`config.mk`:
```
export PLATFORM = sky130hd
export DESIGN_NAME = xlat_cache
export DESIGN_NICKNAME = d
export VERILOG_FILES = /design/src/rtl/xlat_cache_pkg.sv /design/src/rtl/xlat_tag_match.sv /design/src/rtl/xlat_slot_alloc.sv /design/src/rtl/xlat_cache.sv
export SDC_FILE = /design/constraint.sdc
export NUM_CORES = 1
export LEC_CHECK = 0
export ABC_AREA = 0
export CORE_UTILIZATION = 45
export DETAILED_ROUTE_END_ITERATION = 10
export DONT_BUFFER_PORTS = 1
export PLACE_DENSITY = 0.58
export SLEW_MARGIN = 5
export SYNTH_ARGS = -nofsm -noshare
export SYNTH_HDL_FRONTEND = slang
export SYNTH_SLANG_ARGS = --single-unit
```
`constraint.sdc`:
```
create_clock -name clk -period 5.6 [get_ports clk]
set_clock_uncertainty 0.1 [all_clocks]
set_input_delay 0.56 -clock clk [delete_from_list [all_inputs] [get_ports clk]]
set_output_delay 0.56 -clock clk [all_outputs]
set_load 0.1 [all_outputs]
```
`src/rtl/xlat_cache_pkg.sv`:
```
package xlat_cache_pkg;
    typedef enum logic [1:0] {
        INV_ALL       = 2'd0,
        INV_ASID      = 2'd1,
        INV_ASID_PAGE = 2'd2,
        INV_PAGE_ANY  = 2'd3
    } inv_op_e;

    typedef enum logic {
        ST_CLEAR = 1'b0,
        ST_RUN   = 1'b1
    } cache_state_e;
endpackage

```
`src/rtl/xlat_tag_match.sv`:
```
module xlat_tag_match #(
    parameter int DEPTH  = 8,
    parameter int ASID_W = 8,
    parameter int VPN_W  = 20
) (
    input  logic [DEPTH-1:0]             ent_v,
    input  logic [DEPTH-1:0][ASID_W-1:0] ent_asid,
    input  logic [DEPTH-1:0][VPN_W-1:0]  ent_vpn,
    input  logic [ASID_W-1:0]            key_asid,
    input  logic [VPN_W-1:0]             key_vpn,
    output logic [DEPTH-1:0]             asid_hit,
    output logic [DEPTH-1:0]             full_hit
);
    for (genvar g = 0; g < DEPTH; g++) begin : g_cmp
        assign asid_hit[g] = ent_v[g] && (ent_asid[g] == key_asid);
        assign full_hit[g] = asid_hit[g] && (ent_vpn[g] == key_vpn);
    end
endmodule

```
`src/rtl/xlat_slot_alloc.sv`:
```
module xlat_slot_alloc #(
    parameter int DEPTH = 8,
    parameter int IDX_W = 3
) (
    input  logic [DEPTH-1:0] ent_v,
    input  logic [DEPTH-1:0] same_key,
    output logic [IDX_W-1:0] slot,
    output logic             flush_all
);
    logic [IDX_W-1:0] free_idx;
    logic [IDX_W-1:0] same_idx;
    logic             found;

    always_comb begin
        free_idx = '0;
        found    = 1'b0;
        same_idx = '0;
        for (int i = 0; i < DEPTH; i++) begin
            if (!ent_v[i] && !found) begin
                free_idx = IDX_W'(i);
                found    = 1'b1;
            end
            if (same_key[i]) same_idx = IDX_W'(i);
        end
    end

    always_comb begin
        flush_all = 1'b0;
        if (|same_key)      slot = same_idx;
        else if (found)     slot = free_idx;
        else begin
            slot      = '0;
            flush_all = 1'b1;
        end
    end
endmodule

```
`src/rtl/xlat_cache.sv`:
```
module xlat_cache
    import xlat_cache_pkg::*;
#(
    parameter int DEPTH  = 8,
    parameter int ASID_W = 8,
    parameter int ADDR_W = 32,
    parameter int OUT_W  = 32,
    parameter int GRAN   = 12
) (
    input  logic                 clk,
    input  logic                 rst_n,
    input  logic                 lk_valid,
    input  logic [ASID_W-1:0]    lk_asid,
    input  logic [ADDR_W-1:0]    lk_addr,
    input  logic                 lk_write,
    input  logic                 lk_record,
    input  logic                 ins_valid,
    input  logic [ASID_W-1:0]    ins_asid,
    input  logic [ADDR_W-1:0]    ins_addr,
    input  logic [OUT_W-GRAN-1:0] ins_page,
    input  logic                 ins_wr_ok,
    input  logic                 inv_valid,
    input  logic [1:0]           inv_op,
    input  logic [ASID_W-1:0]    inv_asid,
    input  logic [ADDR_W-1:0]    inv_addr,
    output logic                 rsp_valid,
    output logic                 rsp_hit,
    output logic [OUT_W-1:0]     rsp_addr,
    output logic                 rsp_fault,
    output logic                 rsp_report
);
    localparam int VPN_W = ADDR_W - GRAN;
    localparam int PPN_W = OUT_W - GRAN;
    localparam int IDX_W = (DEPTH > 1) ? $clog2(DEPTH) : 1;

    cache_state_e state, state_nx;

    logic [DEPTH-1:0]             ent_v;
    logic [DEPTH-1:0][ASID_W-1:0] ent_asid;
    logic [DEPTH-1:0][VPN_W-1:0]  ent_vpn;
    logic [DEPTH-1:0][PPN_W-1:0]  ent_ppn;
    logic [DEPTH-1:0]             ent_wr;

    logic [DEPTH-1:0] lk_asid_hit, lk_hit;
    logic [DEPTH-1:0] ins_asid_hit, ins_hit;
    logic [DEPTH-1:0] inv_asid_hit, inv_hit;
    logic [DEPTH-1:0] kill;
    logic [IDX_W-1:0] ins_slot;
    logic             ins_flush;
    logic [PPN_W-1:0] hit_ppn;
    logic             hit_wr;
    logic             running;

    assign running = (state == ST_RUN);

    xlat_tag_match #(.DEPTH(DEPTH), .ASID_W(ASID_W), .VPN_W(VPN_W)) u_lk_match (
        .ent_v(ent_v), .ent_asid(ent_asid), .ent_vpn(ent_vpn),
        .key_asid(lk_asid), .key_vpn(lk_addr[ADDR_W-1:GRAN]),
        .asid_hit(lk_asid_hit), .full_hit(lk_hit)
    );

    xlat_tag_match #(.DEPTH(DEPTH), .ASID_W(ASID_W), .VPN_W(VPN_W)) u_ins_match (
        .ent_v(ent_v), .ent_asid(ent_asid), .ent_vpn(ent_vpn),
        .key_asid(ins_asid), .key_vpn(ins_addr[ADDR_W-1:GRAN]),
        .asid_hit(ins_asid_hit), .full_hit(ins_hit)
    );

    xlat_tag_match #(.DEPTH(DEPTH), .ASID_W(ASID_W), .VPN_W(VPN_W)) u_inv_match (
        .ent_v(ent_v), .ent_asid(ent_asid), .ent_vpn(ent_vpn),
        .key_asid(inv_asid), .key_vpn(inv_addr[ADDR_W-1:GRAN]),
        .asid_hit(inv_asid_hit), .full_hit(inv_hit)
    );

    xlat_slot_alloc #(.DEPTH(DEPTH), .IDX_W(IDX_W)) u_alloc (
        .ent_v(ent_v), .same_key(ins_hit),
        .slot(ins_slot), .flush_all(ins_flush)
    );

    // State register
    always_ff @(posedge clk or negedge rst_n) begin
        if (!rst_n) state <= ST_CLEAR;
        else        state <= state_nx;
    end

    always_comb begin
        unique case (state)
            ST_CLEAR: state_nx = ST_RUN;
            ST_RUN:   state_nx = ST_RUN;
            default:  state_nx = ST_CLEAR;
        endcase
    end

    // Entries to drop on a maintenance request
    always_comb begin
        unique case (inv_op_e'(inv_op))
            INV_ALL, INV_PAGE_ANY: kill = '1;
            INV_ASID:              kill = inv_asid_hit;
            INV_ASID_PAGE:         kill = inv_hit;
            default:               kill = '1;
        endcase
    end

    // Read data of the hitting entry (at most one)
    always_comb begin
        hit_ppn = '0;
        hit_wr  = 1'b0;
        for (int i = 0; i < DEPTH; i++) begin
            if (lk_hit[i]) begin
                hit_ppn = hit_ppn | ent_ppn[i];
                hit_wr  = hit_wr  | ent_wr[i];
            end
        end
    end

    // Entry storage
    always_ff @(posedge clk or negedge rst_n) begin
        if (!rst_n) begin
            ent_v <= '0;
        end else if (!running) begin
            ent_v <= '0;
        end else if (inv_valid) begin
            ent_v <= ent_v & ~kill;
        end else if (ins_valid) begin
            ent_v <= (ins_flush ? {DEPTH{1'b0}} : ent_v)
                   | ({{(DEPTH-1){1'b0}}, 1'b1} << ins_slot);
        end
    end

    always_ff @(posedge clk) begin
        if (running && !inv_valid && ins_valid) begin
            ent_asid[ins_slot] <= ins_asid;
            ent_vpn[ins_slot]  <= ins_addr[ADDR_W-1:GRAN];
            ent_ppn[ins_slot]  <= ins_page;
            ent_wr[ins_slot]   <= ins_wr_ok;
        end
    end

    // Output process
    always_ff @(posedge clk or negedge rst_n) begin
        if (!rst_n) begin
            rsp_valid  <= 1'b0;
            rsp_hit    <= 1'b0;
            rsp_addr   <= '0;
            rsp_fault  <= 1'b0;
            rsp_report <= 1'b0;
        end else begin
            rsp_valid  <= lk_valid && running && !inv_valid;
            rsp_hit    <= |lk_hit;
            rsp_addr   <= (|lk_hit) ? {hit_ppn, lk_addr[GRAN-1:0]} : '0;
            rsp_fault  <= (|lk_hit) && lk_write && !hit_wr;
            rsp_report <= (|lk_hit) && lk_write && !hit_wr && lk_record;
        end
    end

    // Assertions
    p_rsp_latency_r1: assert property (@(posedge clk) disable iff (!rst_n)
        (lk_valid && running && !inv_valid) |=> rsp_valid);
    p_single_match_r2: assert property (@(posedge clk) disable iff (!rst_n)
        $onehot0(lk_hit));
    p_fault_on_hit_r4: assert property (@(posedge clk) disable iff (!rst_n)
        rsp_fault |-> rsp_hit);
    p_report_gated_r5: assert property (@(posedge clk) disable iff (!rst_n)
        rsp_report |-> rsp_fault);
    p_full_flush_r6: assert property (@(posedge clk) disable iff (!rst_n)
        (running && !inv_valid && ins_valid && (&ent_v) && !(|ins_hit))
        |=> ($countones(ent_v) == 1));
    p_inv_wipe_r7: assert property (@(posedge clk) disable iff (!rst_n)
        (inv_valid && (inv_op == 2'd0 || inv_op == 2'd3)) |=> (ent_v == '0));
    p_inv_blocks_r10: assert property (@(posedge clk) disable iff (!rst_n)
        inv_valid |=> !rsp_valid);
    p_clear_silent_r11: assert property (@(posedge clk) disable iff (!rst_n)
        (state == ST_CLEAR) |=> !rsp_valid);
endmodule

```
==> out/summary.txt <==
Status -> completed
Yosys cell types -> 58
Synth top area cells -> edfxtp_1 51%, xnor2_1 15%, xor2_1 9.9%
DRT Pass-1 Iters -> 6
Reg2reg path depth -> 9
Top-count cell post-synth -> xnor2_1
Synth Instances -> 1794
DP HPWL -> 58.1 mm
Fin util -> 51.9%
Seq/Total Area, Yosys -> 56.3%
Filler cells -> 4291
Synth Area in Simple Gates -> 10.9%
Syn avg cell area -> 12.8 um^2
Worst setup path start -> ent_vpn[63]
Avg WL per Cell -> 38.9 um
Crit path required time -> 5.75 ns
Synth warn -> 0
Worst min-delay path class -> in -> reg
Final Wtd Congestion -> 1.02
Yosys top cell area share -> 51.4%
Worst R2R End -> ent_vpn[34]
Worst R2R Start -> ent_vpn[63]
Placed cell area -> 0.0236 mm^2
First DRT Iteration DRCs -> 2411
CTS tree -> done
Synth cell count leaders -> 400 x xnor2_1, 392 x edfxtp_1, 259 x xor2_1
Final Hold Fails -> 0
Cell area after layout -> 0.0260 mm^2
CP Launch Type -> flip-flop
VDD IR max -> 257 uV
Worst-path maximum fanout -> 27
Longest Clk Path Bufs -> 3
Via count -> 16700
Largest net degree at the start of global routing -> 50
Initial antenna violation count -> 7
Static Leakage -> 8.16 nW
Final worst path period need -> 4.53 ns
Total grt overflow -> 0
Worst slew pin tran -> 1.11 ns
Starting Density -> 45.7%
Vias in the first global route -> 16000
Critical Path Sink -> ent_vpn[34]
Clock-pin slew on the worst setup and hold paths -> 0.06 ns
CTS buffer count -> 49
EDFF count, synth -> 392
Tot GR Track Use -> 38.5%
Max-Cap Viols -> 0
Clock root buffer master -> clkbuf_16
Post-synthesis mux area share -> 0%
Fraction of registers with async set/reset -> 10.3%
Final WL -> 98.6 mm
Final Total Pwr -> 7.66 mW
Synth Area in Compound Gates -> 4.85%
Post-route ant nets -> 0
Fmax -> 221 MHz
Die extent in x -> 228 um
Final setup viols -> 0
# port buffers -> 0
CTS resizes -> 0
P&R area growth vs syn -> 13.6%
Crit path capture type -> flip-flop
Chip height -> 228 um
Drt drc -> 0
Net count after synthesis -> 1946
Skew-Pair Late Insertion Delay -> 0.62 ns
RSZ-0062 raised after global routing -> false
Largest family of logic cells by synthesized area -> XOR/XNOR gates
Clock sink count -> 437
Die Area -> 0.0518 mm^2
Setup bufs post-CTS -> 0
Layout cells sized above 1 -> 7.47%
Fin nets -> 1974
Cell Area, Synth -> 0.0229 mm^2
Max-slew headroom -> 25.3%
Period utilization -> 80.8%
First-pass GRT wire length -> 132 mm
Most common flop cell mapped by yosys -> edfxtp_1
CP arrival -> 4.68 ns
Ports -> 186
DR vias/cell -> 6.60
Reg2reg setup slack -> 1.07 ns
Flops & latches, synth -> 437
Synth Area in Adders -> 0.109%
Number of core rows -> 82
Critical path type -> reg -> reg
Synth Area in XOR/XNOR -> 25.5%
Setup TNS -> 0 ns
H-tree depth -> 2
Dominant cell type by area after synthesis -> edfxtp_1
CTS hold repair buffers -> 64
Core footprint -> 0.0502 mm^2
Max Slew Vio Count -> 0
PD cells -> 294 mW/mm^2
-- per-layer routing --
| layer | wire length, um | global-route usage, % | vias to the layer above |
|---|---|---|---|
| met5 | 14 | 0 | - |
| met4 | 8070 | 26.8 | 2 |
| met3 | 12100 | 10.2 | 370 |
| met2 | 42600 | 57.4 | 1319 |
| met1 | 35800 | 48.8 | 8353 |
| li1 | - | - | 6686 |
-- cells by family (layout without fill, tap and decap cells) --
logic type      after synthesis  in the layout
simple gates                427            427
xor+xnor                    664            664
buf+inv                     120            188
other cells                   1              3
flops                       437            437
compound gates              143            143
fa+ha+maj                     2              2
-- critical path, cell delays in order (launching register included) --
cell      delay (ns)
edfxtp_1        0.47
xnor2_1         0.38
nand4_1         0.14
or4_1           0.58
nor4_1          0.92
or4b_2          0.29
o21a_1          0.25
nand3_1         0.39
nor2_4          0.24
buf_4           0.40
-- report_power, final --
part / leakage [nW] / switching [mW] / internal, mW
Sequential: 4.15 / 0.0330 / 3.58
Combinational: 3.15 / 0.290 / 0.223
Clock: 0.852 / 1.41 / 2.13
Total: 8.16 / 1.73 / 5.93
-- worst min path at each step --
stage	start	to	slack (ns)	depth (start not counted)
floorplan	rst_n	ent_v[0]	0.16	0
detailed placement	rst_n	rsp_addr[31]	0.17	0
global route	lk_valid	rsp_valid	0.02	1
CTS	lk_addr[8]	rsp_addr[8]	0.004	1
global placement	rst_n	rsp_addr[31]	0.17	0
finish	lk_addr[8]	rsp_addr[8]	0.03	1
-- through the flow --
step	setup slack, ns	hold WS (ns)	std cells
5_1_grt	1.14	0.0241	2534
2_1_floorplan	0.257	0.164	1794
6_report	1.07	0.0344	2536
3_3_place_gp	1.19	0.171	2379
4_1_cts	1.31	0.00364	2534
3_5_place_dp	1.25	0.171	2379
-- registers in the layout (all words and copies together) (netlist names) --
signal,flops
ent_vpn,160
ent_wr,8
rsp_report,1
ent_asid,64
ent_v,8
rsp_hit,1
rsp_fault,1
ent_ppn,160
running,1
rsp_valid,1
rsp_addr,32
-- layout by cell type, fill, tap and decap left out, types with 5 or more instances in the layout --
cell,count
xnor2_1,400
edfxtp_1,392
xor2_1,259
nand4_1,130
nor4_1,87
dlygate4sd3_1,63
nand3_1,58
clkbuf_16,49
dfrtp_1,45
a22oi_1,43
nand2_1,38
nor3_1,22
a22o_1,20
a221oi_1,20
buf_4,20
nand2b_1,19
nor2b_1,15
o21ai_0,11
or4_1,10
inv_1,9
a41oi_1,9
bufinv_16,9
nor4_2,8
nor2_4,8
clkinv_2,8
o2111ai_1,7
clkbuf_8,7
clkbuf_1,7
nor2_1,6
xnor2_2,5
o21ai_1,5
a21oi_1,5
clkinvlp_4,5
-- final cells by class --
| cell class | instances | area, um^2 | area share (%) |
|---|---|---|---|
| multi-input cells | 1237 | 9600 | 36.9 |
| diodes | 2 | 5.00 | 0.0192 |
| clock inverters | 28 | 419 | 1.61 |
| repair buffers | 88 | 888 | 3.41 |
| clock buffers | 63 | 1350 | 5.18 |
| well taps | 672 | 841 | 3.23 |
| inverters | 9 | 33.8 | 0.130 |
| flip-flops and latches | 437 | 12900 | 49.5 |
No activity file was read; power rests on OpenSTA's default activity.
